<file path="src/rtl/oeag_pkg.sv">
package oeag_pkg;

    localparam int ADDR_W = 16;
    localparam int BYTE_W = 8;

    // Mode codes seen at the block's input
    localparam logic [3:0] MC_IMPL  = 4'd0;
    localparam logic [3:0] MC_ACC   = 4'd1;
    localparam logic [3:0] MC_IMM8  = 4'd2;
    localparam logic [3:0] MC_IMM16 = 4'd3;
    localparam logic [3:0] MC_DIR   = 4'd4;
    localparam logic [3:0] MC_EXT   = 4'd5;
    localparam logic [3:0] MC_REL   = 4'd6;
    localparam logic [3:0] MC_IDX   = 4'd7;

    // Internal address source selected by the decoder
    typedef enum logic [2:0] {
        SRC_REG,
        SRC_PCNEXT,
        SRC_PAGE0,
        SRC_LIT,
        SRC_PCREL,
        SRC_INDEX,
        SRC_BAD
    } src_e;

    typedef struct packed {
        logic [ADDR_W-1:0] addr;
        logic              valid;
        logic              in_reg;
        logic              bad;
    } ea_res_t;

    function automatic logic [ADDR_W-1:0] sext_byte(input logic [BYTE_W-1:0] b);
        return {{(ADDR_W-BYTE_W){b[BYTE_W-1]}}, b};
    endfunction

    function automatic logic [ADDR_W-1:0] zext_byte(input logic [BYTE_W-1:0] b);
        return {{(ADDR_W-BYTE_W){1'b0}}, b};
    endfunction

endpackage

</file>
<file path="src/rtl/oeag_mode_dec.sv">
module oeag_mode_dec
    import oeag_pkg::*;
(
    input  logic [3:0] mode_code,
    output src_e       src
);

    always_comb begin
        unique case (mode_code)
            MC_IMPL, MC_ACC:   src = SRC_REG;
            MC_IMM8, MC_IMM16: src = SRC_PCNEXT;
            MC_DIR:            src = SRC_PAGE0;
            MC_EXT:            src = SRC_LIT;
            MC_REL:            src = SRC_PCREL;
            MC_IDX:            src = SRC_INDEX;
            default:           src = SRC_BAD;
        endcase
    end

endmodule

</file>
<file path="src/rtl/oeag_addr_calc.sv">
module oeag_addr_calc
    import oeag_pkg::*;
#(
    parameter int AW = ADDR_W,
    parameter int BW = BYTE_W
) (
    input  src_e            src,
    input  logic [BW-1:0]   b_first,
    input  logic [BW-1:0]   b_second,
    input  logic [AW-1:0]   pc,
    input  logic [AW-1:0]   ix,
    output ea_res_t         res
);

    localparam logic [AW-1:0] ONE = AW'(1);
    localparam logic [AW-1:0] TWO = AW'(2);

    logic [AW-1:0] pc_next;
    logic [AW-1:0] pc_rel;
    logic [AW-1:0] ix_off;

    assign pc_next = pc + ONE;
    assign pc_rel  = pc + TWO + sext_byte(b_first);
    assign ix_off  = ix + zext_byte(b_first);

    always_comb begin
        res = '0;
        unique case (src)
            SRC_REG: res.in_reg = 1'b1;
            SRC_PCNEXT: begin
                res.addr  = pc_next;
                res.valid = 1'b1;
            end
            SRC_PAGE0: begin
                res.addr  = zext_byte(b_first);
                res.valid = 1'b1;
            end
            SRC_LIT: begin
                res.addr  = {b_first, b_second};
                res.valid = 1'b1;
            end
            SRC_PCREL: begin
                res.addr  = pc_rel;
                res.valid = 1'b1;
            end
            SRC_INDEX: begin
                res.addr  = ix_off;
                res.valid = 1'b1;
            end
            default: res.bad = 1'b1;
        endcase
    end

endmodule

</file>
<file path="src/rtl/oper_ea_gen.sv">
module oper_ea_gen
    import oeag_pkg::*;
(
    input  logic        clk,
    input  logic        rst,
    input  logic        load,
    input  logic [3:0]  mode,
    input  logic [7:0]  opnd_hi,
    input  logic [7:0]  opnd_lo,
    input  logic [15:0] pc,
    input  logic [15:0] ix,
    output logic [15:0] ea,
    output logic        ea_valid,
    output logic        in_reg,
    output logic        bad_mode
);

    src_e    src;
    ea_res_t comb_res;
    ea_res_t q;

    oeag_mode_dec u_dec (
        .mode_code (mode),
        .src       (src)
    );

    oeag_addr_calc #(.AW(ADDR_W), .BW(BYTE_W)) u_calc (
        .src      (src),
        .b_first  (opnd_hi),
        .b_second (opnd_lo),
        .pc       (pc),
        .ix       (ix),
        .res      (comb_res)
    );

    always_ff @(posedge clk) begin
        if (rst)       q <= '0;
        else if (load) q <= comb_res;
    end

    assign ea       = q.addr;
    assign ea_valid = q.valid;
    assign in_reg   = q.in_reg;
    assign bad_mode = q.bad;

    // Reset clears everything, even with load high
    p_reset_clear_r1: assert property (@(posedge clk)
        rst |=> (ea == 16'h0 && !ea_valid && !in_reg && !bad_mode));

    p_hold_r2: assert property (@(posedge clk) disable iff (rst)
        !load |=> ($stable(ea) && $stable(ea_valid) && $stable(in_reg) && $stable(bad_mode)));

    p_page_zero_r3: assert property (@(posedge clk) disable iff (rst)
        (load && mode == MC_DIR) |=> (ea[15:8] == 8'h00 && ea_valid));

    p_reg_no_addr_r8: assert property (@(posedge clk) disable iff (rst)
        (load && (mode == MC_IMPL || mode == MC_ACC)) |=> (in_reg && !ea_valid && ea == 16'h0));

    p_undef_r9: assert property (@(posedge clk) disable iff (rst)
        (load && mode[3]) |=> (bad_mode && !ea_valid && !in_reg));

    p_one_class_r10: assert property (@(posedge clk) disable iff (rst)
        load |=> ($countones({ea_valid, in_reg, bad_mode}) == 1));

endmodule

</file>
<file path="config.mk">
export PLATFORM = sky130hd
export DESIGN_NAME = oper_ea_gen
export DESIGN_NICKNAME = d
export VERILOG_FILES = /design/src/rtl/oeag_pkg.sv /design/src/rtl/oeag_mode_dec.sv /design/src/rtl/oeag_addr_calc.sv /design/src/rtl/oper_ea_gen.sv
export SDC_FILE = /design/constraint.sdc
export NUM_CORES = 1
export LEC_CHECK = 0
export BUFFER_PORTS_ARGS = -buffer_cell sky130_fd_sc_hd__buf_2
export CAP_MARGIN = 10
export CORE_MARGIN = 3
export CORE_UTILIZATION = 54
export CTS_CLUSTER_DIAMETER = 100
export DETAILED_ROUTE_END_ITERATION = 8
export PLACE_DENSITY = 0.83
export SLEW_MARGIN = 15
export SYNTH_ARGS = -nofsm -noshare
export SYNTH_HDL_FRONTEND = slang
export SYNTH_SLANG_ARGS = --single-unit
</file>
<file path="constraint.sdc">
create_clock -name clk -period 3.5 [get_ports clk]
set_input_delay 0.7 -clock clk [delete_from_list [all_inputs] [get_ports clk]]
set_output_delay 0.7 -clock clk [all_outputs]
set_load 0.02 [all_outputs]
</file>
==> results.cfg <==
[clocking]
ctsHoldBuffers = 0
cts_sinks = 19
cts_resized = 0
htree_levels = 1
postCtsSetupRepairBufs = 0
clk_transition_reported_paths_ps = 70
clk_latency_ps = 250
cts_tree = yes
numCtsBuffers = 3
cts_buffer_depth = 2
cts_root_buf = clkbuf_8

[cells_and_area]
final_common_cell = buf_2
num_antenna_cells = 0
layoutNonFillerInstCount = 486
drive_above_1_share = 0.208
fillers = 449
syn2layout_area_growth_pct = 16.5
layout.nets = 515
layout_common_cells = buf_2, ha_1, nor2_1
largest_reg_flops = 16

[logic_synthesis]
synth_fp_nets = 446
avgSynthCellArea_um2 = 7.90
netlist.area_leader.share = 0.171
yosysSeqAreaShare = 0.137
yosys.area.top_type = ha_1
synth-async-reset-ratio = 0
yosys_most_used_dff = dfxtp_1
ys_ff_latch = 19
yosys_warnings = 0
synth_area_leaders = ha_1, dfxtp_1, xnor2_1
synth-edff-count = 0
synthesis.area_um2 = 2770
synth_cell_types = 55
syn_inst = 351

[setup_path]
path_cells = buf_2 > inv_1 > ha_1 > inv_1 > ha_1 > fa_1 > a211oi_1 > o21bai_1 > a21o_1 > a41oi_2 > xor2_1 > o221ai_1 > a22o_1
crit_type = input pin to register
crit_family = compound AO/OA/AOI/OAI gates
crit_path_end_kind = register
path_buf_inv = 3
crit_slowest_cell = fa_1
worst_ep_required_time_ps = 3660
arrival_ps = 3310
critical_path.max_stage_delay_ps = 440
cp_max_fo = 4
startpoint_type = input pin
rrSetupSlack_ps = 2180

[timing]
final.setup.tns_ps = 0
setup_viol = 0
worst_slew_pin_slew_ps = 839
fmax_mhz = 317
fin_ws_ps = 347
relSlewSlack = 0.435
finClkSkew_ps = 0
hold_slack_ps = 468
hold_viol = 0
fin_crit_ps = 3150
rsz0062_at_grt = no
period_share = 0.901
slew_violations = 0

[job]
drv_cap = 0

[placed_design]
gp_congestion = 0.906
place_inst = 482
portBuffers = 73
dp_hpwl_um = 6940
post-place-ws_ps = 98.7

[detailed_routing]
viasPerCell = 6.41
drtIter0Drc = 319
drc = 0
vias = 3115
wl_per_cell_um = 17.5
ant_nets = 0
totalWireLength_um = 8520
first_pass_iters = 6

[floorplan]
rows = 25
start_util = 0.572
fp.dieArea_um2 = 6030
ios = 74
die-width_um = 77.7
core_area_um2 = 4850
die_y_um = 77.7

[grt]
grt_max_degree = 18
antenna_found_initial = 0
grt_overflow = 0
track_usage = 0.282
grt_pass1_wl_um = 14000
grt_pass1_vias = 2965

[pwr]
p_total_mw = 0.809
power_density_nw_per_um2 = 251
ir_worst_vdd_mv = 0.147
power_leakage_nw = 1.46

[status]
outcome = finished, final reports clean

[hold_path]
hold_class = register to register
power breakdown:
group          switching [mW]  internal, mW  total, mW  leakage (nW)
combinational           0.250         0.179      0.429          1.28
clock                  0.0746        0.0810      0.156        0.0228
sequential            0.00306         0.221      0.224         0.154
total                   0.328         0.481      0.809          1.46
cell families after synthesis:
| logic type | synth area share |
|---|---|
| xor gates and xnor gates | 0.107 |
| AOI/OAI and AO/OA | 0.311 |
| and+or+nand+nor | 0.193 |
| muxes | 0.0325 |
| DFF | 0.137 |
| adders and majority gates | 0.186 |
| buffers and inverters | 0.0325 |
synthesized netlist by cell type (7+ instances only):
cell type,count
mux2i_1,9
xnor2_1,20
xor2_1,14
nand3_1,11
clkbuf_1,7
o21ai_0,20
a211oi_1,13
nor2_1,30
a21o_1,8
nand2_1,24
dfxtp_1,19
and3_1,7
ha_1,38
a21oi_1,29
inv_1,10
path summary, 6_finish.rpt:
kind | endpoint | startpoint | cells after the start
max | ea[11] | opnd_hi[1] | 13
min reg2reg | ea_valid | ea_valid | 2
max reg2reg | ea[9] | ea[9] | 4
min | ea_valid | ea_valid | 2
per-layer routing:
layer | global-route usage | wire length [µm] | vias to the layer above
met2 | 0.461 | 3880 | 191
met3 | 0.0499 | 944 | 16
met1 | 0.388 | 3590 | 1429
li1 | - | - | 1479
met4 | 0.0534 | 106 | 0
met5 | 0 | 0 | -
area by class of cell:
| type | count | area, µm² | area share |
|---|---|---|---|
| clock buffer | 4 | 45.0 | 0.0139 |
| timing repair buffer | 75 | 380 | 0.118 |
| tap | 67 | 83.8 | 0.0260 |
| inverter | 10 | 37.5 | 0.0116 |
| sequential | 19 | 380 | 0.118 |
| multi-input combinational | 311 | 2300 | 0.713 |
worst register-to-register path, delay by kind of cell, from the launching register on:
| kind | cells | cell delay (ps) |
|---|---|---|
| DFF | 1 | 350 |
| AOI/OAI and AO/OA | 4 | 840 |
metrics by stage:
step	instance area [µm²]	utilization
floorplan	2770	-
global placement	3180	0.657
detailed placement	3180	0.657
CTS	3230	0.666
global route	3230	0.666
finish	3230	0.666
Note: power is estimated with default switching activity, not from simulation.
